### src/rtl/mba_pkg.sv
package mba_pkg;
  localparam int N_MST  = 4;
  localparam int MST_CPU = 0;
  localparam int MST_XFR = 1;
  localparam int MST_DMA = 2;
  localparam int MST_XDM = 3;

  localparam int N_XB  = 4;
  localparam int XB_MX = 0;
  localparam int XB_BR = 1;
  localparam int XB_XD = 2;
  localparam int XB_RF = 3;

  typedef logic [N_MST-1:0] mst_vec_t;
  typedef logic [N_XB-1:0]  xb_vec_t;
endpackage

### src/rtl/mba_rst_sync.sv
module mba_rst_sync #(
  parameter int STAGES = 2
) (
  input  logic clk,
  input  logic rst_n,
  output logic rst_sync_n
);
  logic [STAGES-1:0] sh_q;

  always_ff @(posedge clk or negedge rst_n) begin
    if (!rst_n) sh_q <= '0;
    else        sh_q <= {sh_q[STAGES-2:0], 1'b1};
  end

  assign rst_sync_n = sh_q[STAGES-1];
endmodule

### src/rtl/mba_prio_pick.sv
module mba_prio_pick #(
  parameter int W = 4
) (
  input  logic [W-1:0] req,
  output logic [W-1:0] win
);
  logic [W:0] above;

  assign above[W] = 1'b0;

  genvar i;
  generate
    for (i = W - 1; i >= 0; i--) begin : g_chain
      assign above[i] = above[i+1] | req[i];
      assign win[i]   = req[i] & ~above[i+1];
    end
  endgenerate
endmodule

### src/rtl/mba_int_stage.sv
module mba_int_stage
  import mba_pkg::*;
(
  input  logic     clk,
  input  logic     rst_n,
  input  mst_vec_t req,
  input  mst_vec_t rel_ok,
  output mst_vec_t ack_q
);
  localparam mst_vec_t CPU_ONEHOT = mst_vec_t'(1) << MST_CPU;

  mst_vec_t cand;
  mst_vec_t win;
  mst_vec_t ack_nxt;
  logic     rel_pt;

  // processor is always a candidate so it becomes default owner
  assign cand   = req | CPU_ONEHOT;
  assign rel_pt = |(ack_q & rel_ok);

  mba_prio_pick #(.W(N_MST)) u_pick (
    .req (cand),
    .win (win)
  );

  always_comb begin
    ack_nxt = ack_q;
    if (rel_pt) ack_nxt = win;
  end

  always_ff @(posedge clk or negedge rst_n) begin
    if (!rst_n)      ack_q <= CPU_ONEHOT;
    else if (rel_pt) ack_q <= ack_nxt;
  end
endmodule

### src/rtl/mba_ext_stage.sv
module mba_ext_stage
  import mba_pkg::*;
(
  input  logic    clk,
  input  logic    rst_n,
  input  logic    rf_req,
  input  logic    rf_serial,
  input  logic    xd_req,
  input  logic    br_req,
  input  logic    mx_req,
  input  logic    mx_dram,
  input  logic    holder_xdm,
  output xb_vec_t gnt_q
);
  localparam xb_vec_t RF_ONLY = xb_vec_t'(1) << XB_RF;
  localparam xb_vec_t MX_ONLY = xb_vec_t'(1) << XB_MX;
  localparam xb_vec_t RF_MX   = RF_ONLY | MX_ONLY;

  xb_vec_t reqv;
  xb_vec_t held;
  xb_vec_t pick;
  xb_vec_t gnt_nxt;
  logic    mx_eff;
  logic    conc_ok;
  logic    upd_en;

  assign mx_eff  = mx_req & ~holder_xdm;
  assign conc_ok = ~rf_serial & ~mx_dram;

  always_comb begin
    reqv        = '0;
    reqv[XB_RF] = rf_req;
    reqv[XB_XD] = xd_req;
    reqv[XB_BR] = br_req;
    reqv[XB_MX] = mx_eff;
  end

  assign held = gnt_q & reqv;

  mba_prio_pick #(.W(N_XB)) u_pick (
    .req (reqv),
    .win (pick)
  );

  always_comb begin
    if (held != '0) begin
      gnt_nxt = held;
      if (gnt_nxt == RF_MX && !conc_ok) gnt_nxt = RF_ONLY;
      if (gnt_nxt == RF_ONLY && mx_eff && conc_ok) gnt_nxt = RF_MX;
      if (gnt_nxt == MX_ONLY && rf_req && conc_ok) gnt_nxt = RF_MX;
    end else begin
      gnt_nxt = pick;
      if (gnt_nxt == RF_ONLY && mx_eff && conc_ok) gnt_nxt = RF_MX;
    end
  end

  assign upd_en = (gnt_nxt != gnt_q);

  always_ff @(posedge clk or negedge rst_n) begin
    if (!rst_n)      gnt_q <= '0;
    else if (upd_en) gnt_q <= gnt_nxt;
  end
endmodule

### src/rtl/mba_arbiter_top.sv
module mba_arbiter_top
  import mba_pkg::*;
(
  input  logic       clk,
  input  logic       rst_n,
  input  logic [3:0] mst_req_i,
  input  logic [3:0] mst_rel_ok_i,
  output logic [3:0] mst_ack_o,
  input  logic       rfsh_req_i,
  input  logic       rfsh_serial_i,
  input  logic       xdma_xreq_i,
  input  logic       xrel_req_i,
  input  logic       mst_xreq_i,
  input  logic       mst_xdram_i,
  output logic       rfsh_gnt_o,
  output logic       xdma_xgnt_o,
  output logic       xrel_gnt_o,
  output logic       mst_xgnt_o
);
  logic     rst_sync_n;
  mst_vec_t ack_q;
  xb_vec_t  xgnt_q;

  mba_rst_sync #(.STAGES(2)) u_rst (
    .clk        (clk),
    .rst_n      (rst_n),
    .rst_sync_n (rst_sync_n)
  );

  mba_int_stage u_int (
    .clk    (clk),
    .rst_n  (rst_sync_n),
    .req    (mst_req_i),
    .rel_ok (mst_rel_ok_i),
    .ack_q  (ack_q)
  );

  mba_ext_stage u_ext (
    .clk        (clk),
    .rst_n      (rst_sync_n),
    .rf_req     (rfsh_req_i),
    .rf_serial  (rfsh_serial_i),
    .xd_req     (xdma_xreq_i),
    .br_req     (xrel_req_i),
    .mx_req     (mst_xreq_i),
    .mx_dram    (mst_xdram_i),
    .holder_xdm (ack_q[MST_XDM]),
    .gnt_q      (xgnt_q)
  );

  assign mst_ack_o   = ack_q;
  assign rfsh_gnt_o  = xgnt_q[XB_RF];
  assign xdma_xgnt_o = xgnt_q[XB_XD];
  assign xrel_gnt_o  = xgnt_q[XB_BR];
  assign mst_xgnt_o  = xgnt_q[XB_MX];
endmodule

### config.mk
export PLATFORM = sky130hd
export DESIGN_NAME = mba_arbiter_top
export DESIGN_NICKNAME = d
export VERILOG_FILES = /design/src/rtl/mba_pkg.sv /design/src/rtl/mba_rst_sync.sv /design/src/rtl/mba_prio_pick.sv /design/src/rtl/mba_int_stage.sv /design/src/rtl/mba_ext_stage.sv /design/src/rtl/mba_arbiter_top.sv
export SDC_FILE = /design/constraint.sdc
export NUM_CORES = 1
export LEC_CHECK = 0
export CORE_MARGIN = 2
export CORE_UTILIZATION = 43
export CTS_BUF_LIST = sky130_fd_sc_hd__clkbuf_16
export DETAILED_ROUTE_END_ITERATION = 10
export PLACE_DENSITY = 0.78
export SYNTH_ARGS = -nofsm -noshare
export SYNTH_HDL_FRONTEND = slang
export SYNTH_HIERARCHICAL = 1
export SYNTH_SLANG_ARGS = --single-unit
### constraint.sdc
create_clock -name clk -period 2 [get_ports clk]
set_input_delay 0.5 -clock clk [delete_from_list [all_inputs] [get_ports clk]]
set_output_delay 0.5 -clock clk [all_outputs]
set_load 0.01 [all_outputs]
# Yosys cells after proc, flatten, opt, wreduce, memory -nomap -nowiden
# Index checks and enable logic that the tools add are counted.
[op_classes]
reduce_logical = 10
n_eq_ne = 5
bitwise_logic = 22
n_mux = 7
[ops]
columns = ["op", "n"]
rows = [
  ["$mux 4", 7],
  ["$eq 4x4->1 const B", 3],
  ["$not 1->1", 9],
  ["$and 4x4->4", 2],
  ["$and 1x1->1", 7],
  ["$logic_and 1x1->1", 7],
  ["$eq 4x1->1 const B", 1],
  ["$ne 4x4->1", 1],
  ["$or 1x1->1", 4],
  ["$reduce_bool 4->1", 1],
  ["$reduce_or 4->1", 1],
  ["$logic_not 1->1", 1],
]
[totals]
elab_cells = 47
regBits = 10
out_inout_bits = 8

# Logic depth before layout (Yosys ltp)
# Gate-level depths: netlist of run 1.
[depth]
ltp_word = 18
mapped_depth = 4
mapped_depth_nobuf = 4

# Modules after synthesis
# The synthesis of run 1 kept the hierarchy.
[by_module_without_submodules]
columns = ["mod", "cells_each", "instances", "area_per_inst_um2", "seq_area_each_um2"]
rows = [
  ["mba_ext_stage", 22, 1, 252.7, 100.1],
  ["mba_int_stage", 12, 1, 181.4, 101.3],
  ["mba_prio_pick", 4, 2, 36.3, 0.0],
  ["mba_rst_sync", 3, 1, 53.8, 50.0],
]

# Worst setup path after synthesis of run 1
# OpenSTA, ideal clock, no wires.
[synth_path]
path_kind = "input port to flip-flop"
start = "in xrel_req_i"
end = "reg u_ext.gnt_q[0]"
path_slack_ps = 309
arrival_ps = 1613
setup_ps = 78
n_path_buf = 0
cell_stages = 4
path_cell_list = "nor3b_1 -> or4b_4 -> a2111oi_4 -> o2bb2ai_1"
[synth_between]
elab_chain_len = 16
elab_cells_between_ends = 25
classes_between = "5 x eq/ne; 7 x mux; 5 x bitwise; 8 x reduce/logical"
[synth_rtl]
columns = ["element", "line", "source"]
rows = [
  ["start: declaration", "mba_arbiter_top.sv:12", "input logic xrel_req_i,"],
  ["$and 4x4->4", "mba_ext_stage.sv:38", "assign held = gnt_q & reqv;"],
  ["$eq 4x4->1", "mba_ext_stage.sv:48", "if (gnt_nxt == RF_MX && !conc_ok) gnt_nxt = RF_ONLY;"],
  ["$logic_and 1x1->1", "mba_ext_stage.sv:48", ""],
  ["$mux 4", "mba_ext_stage.sv:48", ""],
  ["$mux 4", "mba_ext_stage.sv:46", "if (held != '0) begin"],
  ["$eq 4x4->1", "mba_ext_stage.sv:49", "if (gnt_nxt == RF_ONLY && mx_eff && conc_ok) gnt_nxt = RF_MX;"],
  ["$logic_and 1x1->1 (2 in series)", "mba_ext_stage.sv:49", ""],
  ["$mux 4", "mba_ext_stage.sv:49", ""],
  ["$mux 4", "mba_ext_stage.sv:46", ""],
  ["$eq 4x1->1", "mba_ext_stage.sv:50", "if (gnt_nxt == MX_ONLY && rf_req && conc_ok) gnt_nxt = RF_MX;"],
  ["$logic_and 1x1->1 (2 in series)", "mba_ext_stage.sv:50", ""],
  ["$mux 4", "mba_ext_stage.sv:50", ""],
  ["$mux 4 (*)", "mba_ext_stage.sv:46", ""],
  ["$ne 4x4->1", "mba_ext_stage.sv:57", "assign upd_en = (gnt_nxt != gnt_q);"],
  ["end signal: assignment", "mba_ext_stage.sv:61", "else if (upd_en) gnt_q <= gnt_nxt;"],
  ["end: declaration", "mba_ext_stage.sv:13", "output xb_vec_t gnt_q"],
]
# Every way passes the cells marked *; elsewhere a longest branch is shown, timed or not. The select of a mux whose other input is x is not followed.
# A chain may end at the register's enable or synchronous reset.

# Worst setup path after layout of run 1
[layout_path]
start = "in xdma_xreq_i"
end = "reg u_ext.gnt_q[0]"
[layout_between]
elab_cells_between_ends = 28
classes_between = "5 x eq/ne; 7 x mux; 8 x bitwise; 8 x reduce/logical"
[layout_lines]
columns = ["element", "line", "source"]
rows = [
  ["start: declaration", "mba_arbiter_top.sv:11", "input logic xdma_xreq_i,"],
  ["$or 1x1->1 (*)", "mba_prio_pick.sv:14", "assign above[i] = above[i+1] | req[i];"],
  ["$not 1->1 (*)", "mba_prio_pick.sv:15", "assign win[i] = req[i] & ~above[i+1];"],
  ["$and 1x1->1 (*)", "mba_prio_pick.sv:15", ""],
  ["net u_ext.pick[1]", "mba_ext_stage.sv:21", "xb_vec_t pick;"],
  ["$eq 4x4->1", "mba_ext_stage.sv:53", "if (gnt_nxt == RF_ONLY && mx_eff && conc_ok) gnt_nxt = RF_MX;"],
  ["$logic_and 1x1->1 (2 in series)", "mba_ext_stage.sv:53", ""],
  ["$mux 4 (*)", "mba_ext_stage.sv:53", ""],
  ["$mux 4 (*)", "mba_ext_stage.sv:46", ""],
  ["$ne 4x4->1", "mba_ext_stage.sv:57", ""],
]
# Mark *: on every way through the listed nets, which the timed path passes. The rest lies on a longest branch. The select of a mux whose other input is x is not followed.

==> results of run 1 <==
-- timing repair --
item | CTS | global route
gates resized for setup | 1 | 0
hold endpoints to repair | 0 | 0
setup endpoints to repair | 1 | 1
pin swaps | 0 | 1
-- placed cells by master (no fill, tap or decap), drive strengths merged --
| cell | netlist | final |
|---|---|---|
| and3b | 1 | 1 |
| a22o | 3 | 3 |
| dfrtp | 9 | 9 |
| nand4 | 1 | 1 |
| inv | 0 | 1 |
| nand3b | 1 | 1 |
| dlygate4sd2 | 0 | 1 |
| a2111oi | 1 | 1 |
| buf | 2 | 4 |
| nor2b | 3 | 3 |
| a22oi | 3 | 3 |
| conb | 2 | 2 |
| o2bb2ai | 1 | 1 |
| clkdlybuf4s50 | 0 | 21 |
| nor3b | 3 | 3 |
| nand3 | 1 | 1 |
| o211ai | 1 | 1 |
| nor4b | 2 | 2 |
| a21oi | 1 | 1 |
| dfstp | 1 | 1 |
| o22ai | 1 | 1 |
| clkbuf | 0 | 3 |
| nand2 | 2 | 2 |
| mux2 | 4 | 4 |
| nor2 | 1 | 1 |
| or4b | 1 | 1 |
-- routing by layer --
metal  GRT usage, %  vias up  share of wire [%]
met4           12.9        0                1.3
met1           21.8      238                 41
met2           30.2       12                 53
li1               -      229                  -
met3           10.0        2                4.7
met5              0        -                  0
-- report_power, final --
part	internal (W)	switching, W	total [W]
clock	0.000262	0.0000946	0.000357
sequential	0.000215	0.0000123	0.000227
combinational	0.0000695	0.0000469	0.000116
-- cell families (layout without fill, tap and decap cells) --
logic type      count (synthesis)  after routing  share of synthesized area (%)
compound gates                 11             11                           20.3
buf+inv                         2             30                           2.68
flops                          10             10                           44.9
mux                             4              4                           8.04
other cells                     2              2                           1.34
simple gates                   16             16                           22.8
-- critical path, delay by kind of cell --
| family | cells | cell delay, ps |
|---|---|---|
| AND/OR/NAND/NOR | 2 | 620 |
| AO/OA/AOI/OAI | 2 | 450 |
| buffers and inverters | 1 | 510 |
-- state kept, by name (all words and copies together) (netlist names) --
signal	cells
u_int/ack_q	4
u_ext/gnt_q	4
u_rst/sh_q	2
-- metrics by stage --
step | instance area (µm²) | TNS (ps)
final | 892 | 0
after global placement | 815 | -187
after CTS | 892 | 0
after detailed placement | 815 | -247
after global routing | 892 | 0
after floorplan | 561 | 0
-- final cells by class --
| cell class | instances | area (µm²) |
|---|---|---|
| clock buffers | 3 | 75.1 |
| clock inverters | 1 | 3.75 |
| fillers | 90 | 360 |
| multi-input cells | 33 | 294 |
| flip-flops and latches | 10 | 251 |
| well taps | 15 | 18.8 |
| repair buffers | 26 | 249 |
-- Yosys cell counts (all sizes together), types with 2 or more instances --
cell type,n,area [µm²]
a22o,3,26.3
a22oi,3,32.5
buf,2,15.0
conb,2,7.51
dfrtp,9,225
mux2,4,45.0
nand2,2,10.0
nor2b,3,18.8
nor3b,3,22.5
nor4b,2,30.0
-- worst max-delay path by stage --
stage               depth (start not counted)        start              to  slack [ps]
floorplan                                   4   xrel_req_i  u_ext/gnt_q[0]         310
global placement                            5   rfsh_req_i  u_ext/gnt_q[0]        -190
detailed placement                          5   rfsh_req_i  u_ext/gnt_q[0]        -250
CTS                                         5   xrel_req_i  u_ext/gnt_q[0]          30
global route                                5   xrel_req_i  u_ext/gnt_q[0]          30
finish                                      5  xdma_xreq_i  u_ext/gnt_q[0]          90
==> impl_metrics.py, run 1 <==
metrics = {
    "status": {
        "status": "completed",
    },
    "yosys": {
        "avgSynthCellArea_um2": 12.5,
        "ys_seq_elements": 10,
        "synthArstFlopShare_pct": 100,
        "ys.warnings.count": 6,
        "synthCells": 45,
        "synth_edf_count": 0,
        "ys_seq_area_share_pct": 44.9,
        "syn-num-nets": 61,
        "yosys_most_used_dff": "dfrtp_1",
        "synth_cell_types": 24,
        "syn_area_um2": 561,
    },
    "routing": {
        "drtAntennaViolNets": 0,
        "via_per_inst": 5.47,
        "drc": 0,
        "drtPass1Iterations": 4,
        "via_count": 481,
        "drt-total-wl_um": 1310,
        "drt_iter0_markers": 9,
        "wl_per_cell_um": 14.9,
    },
    "timing": {
        "maxSlewViolCount": 0,
        "timing.hold.ws_ps": 136,
        "hold_viol": 0,
        "min_period_ps": 1910,
        "rsz0062_at_grt": "no",
        "fin_worst_skew_ps": 8.48,
        "timing.final.crit_share_pct": 95.7,
        "fmax_ghz": 0.522,
        "setup_slack_ps": 85.8,
        "setup_violations": 0,
    },
    "worst_setup_path": {
        "reg2reg_from": "u_ext/gnt_q[0]",
        "start_kind": "primary input",
        "path_max_fanout": 3,
        "crit_slowest_cell": "or4b_4",
        "crit_type": "in -> reg",
        "path_cells": "clkdlybuf4s50_1, nor3b_1, or4b_4, a2111oi_4, o2bb2ai_1",
        "rr_worst_depth": 3,
        "crit_required_ps": 2160,
        "rr_endpoint": "u_ext/gnt_q[0]",
        "critical-path-max-stage-delay_ps": 530,
        "end_kind": "register",
        "cp_data_arrival_time_ps": 2080,
        "r2r_setup_slack_ps": 510,
    },
    "clocking": {
        "h-tree-depth": 1,
        "cts_tree": "done",
        "clk_path_buf_depth": 2,
        "clkSinkCount": 10,
        "clk_latency_ps": 240,
        "cts_hold_buf": 0,
        "postCtsSetupBuffers": 0,
        "clockRootBuffer": "clkbuf_16",
        "cts-buffers-inserted": 3,
        "clk_pin_slew_ps": 40,
    },
    "floorplanning": {
        "initial_core_util_pct": 44.8,
        "dieArea_mm2": 0.00161,
        "io_pins": 24,
        "fp-row-count": 13,
        "die_w_um": 40.1,
        "core_region_area_mm2": 0.00125,
        "die_h_um": 40.1,
    },
    "global_routing": {
        "grt_max_degree": 9,
        "grt_util_all_layers_pct": 20.0,
        "grt_pass1_vias": 439,
        "gr-total-overflow": 0,
        "grt_pass1_wl_um": 1920,
        "antenna_found_initial": 0,
    },
    "worst_hold_path": {
        "hold_class": "reg -> async",
    },
    "placed_design": {
        "place.gp.congestion": 0.805,
        "port_buffers": 22,
        "place_inst": 84,
        "pre_cts_ws_ps": -247,
        "dpl.hpwl_um": 997,
    },
    "layout": {
        "final_cell_count_no_fill": 88,
        "finish.utilization_pct": 71.2,
        "antenna_cells": 0,
        "synthToLayoutAreaGrowth_pct": 59.2,
        "nets": 90,
        "drive_gt1_share_pct": 21.9,
    },
    "power_and_ir_drop": {
        "total_power_w": 0.000700,
        "peakVddDrop_mv": 0.656,
        "leakage_nw": 0.372,
        "powerDensity_mw_per_mm2": 785,
    },
    "job": {
        "cap_violations": 0,
    },
}
(Power assumes the default switching activity.)
==> inputs of run 2 (changes only) <==
--- a/config.mk
+++ b/config.mk
@@ -5,11 +5,13 @@
 export SDC_FILE = /design/constraint.sdc
 export NUM_CORES = 1
 export LEC_CHECK = 0
+export CELL_PAD_IN_SITES_DETAIL_PLACEMENT = 0
+export CELL_PAD_IN_SITES_GLOBAL_PLACEMENT = 1
 export CORE_MARGIN = 2
-export CORE_UTILIZATION = 43
+export CORE_UTILIZATION = 33
 export CTS_BUF_LIST = sky130_fd_sc_hd__clkbuf_16
 export DETAILED_ROUTE_END_ITERATION = 10
-export PLACE_DENSITY = 0.78
+export PLACE_DENSITY = 0.88
 export SYNTH_ARGS = -nofsm -noshare
 export SYNTH_HDL_FRONTEND = slang
 export SYNTH_HIERARCHICAL = 1
==> run 2 against run 1 <==
Sequential power is essentially flat. Via count is 5.0% lower. Routed wire length decreased by 7.6%. Combinational power about the same. Critical endpoint unchanged.
==> impl_metrics.py, run 2 (synthesis results as in run 1) <==
metrics = {
    "power_and_ir_drop": {
        "leakage_nw": 0.392,
        "p_int_w": 0.000549,
        "p_clk_share_pct": 50.1,
        "p_comb_share_pct": 17.2,
        "peakVddDrop_mv": 0.782,
        "powerDensity_mw_per_mm2": 754,
        "switching_share_pct": 20.8,
        "total_power_w": 0.000693,
        "pwr-share-seq_pct": 32.7,
        "p_sw_w": 0.000144,
    },
    "global_routing": {
        "antenna_found_initial": 0,
        "grt_pass1_vias": 450,
        "grt_util_all_layers_pct": 14.2,
        "grt_pass1_wl_um": 1960,
        "gr-total-overflow": 0,
        "grt_max_degree": 9,
    },
    "timing": {
        "min_period_ps": 1940,
        "timing.final.crit_share_pct": 97.1,
        "tns_ps": 0,
        "rsz0062_at_grt": "no",
        "fin_worst_skew_ps": 1.11,
        "maxSlewViolCount": 0,
        "fmax_ghz": 0.515,
        "setup_violations": 0,
        "hold_viol": 0,
    },
    "worst_setup_path": {
        "crit_type": "in -> reg",
        "crit_required_ps": 2160,
        "reg2reg_from": "u_ext/gnt_q[0]",
        "critical-path-max-stage-delay_ps": 530,
        "rr_endpoint": "u_ext/gnt_q[0]",
        "cp_data_arrival_time_ps": 2100,
        "path_buf_inv": 1,
        "path_max_fanout": 2,
        "rr_worst_depth": 3,
        "end_kind": "register",
        "cp_top_family": "simple AND/OR/NAND/NOR gates",
        "path_cells": "clkdlybuf4s50_1, nor3b_1, or4b_4, a2111oi_4, o2bb2ai_1",
        "start_kind": "primary input",
        "crit_slowest_cell": "or4b_4",
        "r2r_setup_slack_ps": 480,
    },
    "worst_hold_path": {
        "hold_class": "reg -> async",
    },
    "routing": {
        "wl_per_cell_um": 13.2,
        "via_per_inst": 4.97,
        "drtPass1Iterations": 4,
        "drc": 0,
        "via_count": 457,
        "drtAntennaViolNets": 0,
        "drt-total-wl_um": 1210,
        "drt_iter0_markers": 7,
    },
    "layout": {
        "final_cell_mix": "clkdlybuf4s50_1, dfrtp_1, buf_4",
        "synthToLayoutAreaGrowth_pct": 63.8,
        "n_fill_cell": 131,
        "drive_gt1_share_pct": 25.0,
        "layout_commonest_cell": "clkdlybuf4s50_1",
        "fin_area_um2": 918,
        "antenna_cells": 0,
        "top_regs": "u_ext/gnt_q (4), u_int/ack_q (4), u_rst/sh_q (2)",
        "nets": 93,
    },
    "clocking": {
        "clk_path_buf_depth": 2,
        "h-tree-depth": 1,
        "clk_pin_slew_ps": 40,
        "cts-buffers-inserted": 3,
        "clk_latency_ps": 230,
        "postCtsSetupBuffers": 0,
        "cts.repair.resized": 1,
        "clockRootBuffer": "clkbuf_16",
        "clkSinkCount": 10,
        "cts_tree": "done",
        "cts_hold_buf": 0,
    },
    "floorplanning": {
        "fp-row-count": 14,
        "io_pins": 24,
        "dieArea_mm2": 0.00204,
        "initial_core_util_pct": 36.4,
        "die_w_um": 45.2,
        "die_h_um": 45.2,
        "core_region_area_mm2": 0.00154,
    },
    "placed_design": {
        "place.gp.congestion": 0.712,
        "port_buffers": 22,
        "placed_area_um2": 838,
        "dpl.hpwl_um": 964,
    },
    "job": {
        "cap_violations": 0,
    },
    "status": {
        "status": "completed",
    },
}
## run 2: cell count changes in the layout (fill, tap and decap cells not counted)
| cell | previous run | this run |
|---|---|---|
| buf_4 | 4 | 7 |
| inv_1 | 1 | 0 |
| clkinv_1 | 0 | 1 |
| clkdlybuf4s50_1 | 21 | 20 |
| dlymetal6s2s_1 | 0 | 1 |
## run 2: worst max-delay path by stage
stage	start	endpoint	slack, ps	depth (start not counted)
floorplan	xrel_req_i	u_ext/gnt_q[0]	310	4
global placement	rfsh_req_i	u_ext/gnt_q[0]	-220	5
CTS	xdma_xreq_i	u_ext/gnt_q[0]	20	5
finish	xrel_req_i	u_ext/gnt_q[0]	60	5
detailed placement	rfsh_req_i	u_ext/gnt_q[0]	-240	5
global route	xrel_req_i	u_ext/gnt_q[0]	30	5
## run 2: power groups by stage
stage	logic, W	registers [W]	clock network, W
finish	0.000119	0.000226	0.000347
global route	0.000127	0.000230	0.000364
CTS	0.000120	0.000227	0.000353
detailed placement	0.000119	0.000230	0
global placement	0.000118	0.000229	0
floorplan	0.0000448	0.000232	0
## run 2: metrics by stage
step	setup slack (ps)	std cells	hold WS, ps	utilization (%)
after global placement	-223	88	129	54.4
after detailed placement	-243	88	137	54.4
after CTS	16.1	92	142	59.4
final	57.6	92	127	59.6
after floorplan	309	45	93.9	-
after global routing	34.0	92	174	59.6
## run 2: layer usage
metal  track usage [%]  routed length, µm  vias up  share of wire (%)
met2              22.3                581       12                 48
met1              17.3                583      210                 48
met3              7.20                 48        0                4.0
met5                 0                  0        -                  0
li1                  -                  -      235                  -
met4              3.53                  0        0                  0
## run 2: area by class of cell
cell class | count | area, µm² | area share, %
Timing Repair Buffer | 29 | 274 | 29.8
Clock buffer | 3 | 75.1 | 8.17
Clock inverter | 1 | 3.75 | 0.409
Multi-Input combinational cell | 33 | 294 | 32.0
Tap cell | 16 | 20.0 | 2.18
Sequential cell | 10 | 251 | 27.4
==> inputs of run 3 (changes only) <==
==> constraint.sdc (replaced) <==
create_clock -name clk -period 2.4 [get_ports clk]
set_input_delay 0.6 -clock clk [delete_from_list [all_inputs] [get_ports clk]]
set_output_delay 0.6 -clock clk [all_outputs]
set_load 0.01 [all_outputs]
==> run 3 against run 2 <==
Clock skew increased by 2.2 ps. Die area did not move. Utilization is 1.1 points lower. Power is 17% lower. Sequential share of layout area up 0.49 points. Largest power group unchanged. Final cell count down 2.2%. Highest routed layer is now met4. Clock power shrank 17%. Sequential power down 16%. Register-to-register slack better by 410 ps.
==> impl_metrics.py, run 3 (synthesis results as in run 1) <==
metrics = {
    "layout": {
        "final_cell_count_no_fill": 90,
        "top_regs": "u_ext/gnt_q (4), u_int/ack_q (4), u_rst/sh_q (2)",
        "drive_gt1_share_pct": 23.0,
        "n_fill_cell": 138,
        "layout_commonest_cell": "clkdlybuf4s50_1",
        "nets": 91,
        "final_cell_mix": "clkdlybuf4s50_1, dfrtp_1, buf_4",
        "antenna_cells": 0,
        "fin_area_um2": 902,
        "synthToLayoutAreaGrowth_pct": 60.9,
    },
    "clocking": {
        "cts_hold_buf": 0,
        "clk_latency_ps": 230,
        "cts_tree": "done",
        "clockRootBuffer": "clkbuf_16",
        "cts.repair.resized": 0,
        "clk_path_buf_depth": 2,
        "clk_pin_slew_ps": 40,
        "h-tree-depth": 1,
        "cts-buffers-inserted": 3,
        "clkSinkCount": 10,
        "postCtsSetupBuffers": 0,
    },
    "worst_setup_path": {
        "path_buf_inv": 1,
        "crit_required_ps": 2560,
        "reg2reg_from": "u_ext/gnt_q[0]",
        "path_max_fanout": 5,
        "cp_top_family": "simple AND/OR/NAND/NOR gates",
        "cp_data_arrival_time_ps": 2250,
        "r2r_setup_slack_ps": 890,
        "start_kind": "primary input",
        "path_cells": "clkdlybuf4s50_1, nor3b_1, or4b_4, a2111oi_4, o2bb2ai_1",
        "rr_endpoint": "u_ext/gnt_q[0]",
        "crit_type": "in -> reg",
        "critical_path_depth": 5,
        "rr_worst_depth": 3,
        "crit_slowest_cell": "clkdlybuf4s50_1",
        "end_kind": "register",
        "critical-path-max-stage-delay_ps": 540,
    },
    "routing": {
        "highest_layer": "met4",
        "drt_iter0_markers": 2,
        "drtPass1Iterations": 4,
        "drt-total-wl_um": 1100,
        "via_per_inst": 5.14,
        "via_count": 463,
        "met3_length_um": 90,
        "wl_met2_um": 477,
        "drc": 0,
        "wl_met1_um": 521,
        "drtAntennaViolNets": 0,
        "wl_per_cell_um": 12.2,
    },
    "power_and_ir_drop": {
        "peakVddDrop_mv": 0.672,
        "leakage_nw": 0.375,
        "total_power_w": 0.000574,
        "powerDensity_mw_per_mm2": 636,
    },
    "timing": {
        "tns_ps": 0,
        "min_period_ps": 2090,
        "setup_violations": 0,
        "setup_slack_ps": 314,
        "maxSlewViolCount": 0,
        "hold_viol": 0,
        "rsz0062_at_grt": "no",
        "fmax_ghz": 0.479,
        "timing.final.crit_share_pct": 86.9,
        "fin_worst_skew_ps": 3.33,
    },
    "floorplanning": {
        "initial_core_util_pct": 36.4,
        "fp-row-count": 14,
        "dieArea_mm2": 0.00204,
        "core_region_area_mm2": 0.00154,
        "die_h_um": 45.2,
        "die_w_um": 45.2,
        "io_pins": 24,
    },
    "worst_hold_path": {
        "hold_class": "reg -> async",
    },
    "placed_design": {
        "placed_area_um2": 823,
        "pre_cts_ws_ps": 80.7,
        "place.gp.congestion": 0.709,
        "port_buffers": 22,
        "dpl.hpwl_um": 865,
        "place_inst": 86,
    },
    "status": {
        "status": "completed",
    },
    "job": {
        "cap_violations": 0,
    },
    "global_routing": {
        "grt_pass1_vias": 403,
        "gr-total-overflow": 0,
        "grt_pass1_wl_um": 1820,
        "antenna_found_initial": 0,
        "grt_max_degree": 9,
        "grt_util_all_layers_pct": 13.1,
    },
}
[run 3: changes by cell type in the layout (fill, tap and decap cells not counted)]
cell | before | now
inv_1 | 0 | 1
clkdlybuf4s50_1 | 20 | 22
dlymetal6s2s_1 | 1 | 0
dlygate4sd2_1 | 1 | 0
buf_4 | 7 | 5
clkinv_1 | 1 | 0
[run 3: layer usage]
| metal | vias to the layer above | GRT usage [%] |
|---|---|---|
| met3 | 2 | 7.20 |
| met1 | 220 | 18.4 |
| met2 | 13 | 16.3 |
| li1 | 228 | - |
| met4 | 0 | 5.29 |
| met5 | - | 0 |
[run 3: through the flow]
step                      hold WS [ps]  util [%]
after global placement             130      53.4
after floorplan                   93.9         -
after detailed placement           131      53.4
after global routing               152      58.5
final                              117      58.5
after CTS                          125      58.5
[run 3: how the worst max path moves through the flow]
stage | startpoint | endpoint | slack [ps]
floorplan | xrel_req_i | u_ext/gnt_q[0] | 610
global placement | rfsh_req_i | u_ext/gnt_q[0] | 70
detailed placement | rfsh_req_i | u_ext/gnt_q[0] | 80
CTS | rfsh_req_i | u_ext/gnt_q[0] | 320
global route | rfsh_req_i | u_ext/gnt_q[0] | 250
finish | rfsh_req_i | u_ext/gnt_q[0] | 310
[run 3: area by class of cell]
class | instances | area [µm²] | share of cell area [%]
Sequential cell | 10 | 251 | 27.9
Timing Repair Buffer | 27 | 258 | 28.6
Tap cell | 16 | 20.0 | 2.22
Clock buffer | 3 | 75.1 | 8.32
Clock inverter | 1 | 3.75 | 0.416
Multi-Input combinational cell | 33 | 294 | 32.6
[run 3: power breakdown]
| part | internal (W) | switching (W) |
|---|---|---|
| Sequential | 0.000179 | 0.00000964 |
| Clock | 0.000218 | 0.0000713 |
| Combinational | 0.0000592 | 0.0000369 |
| Total | 0.000456 | 0.000118 |
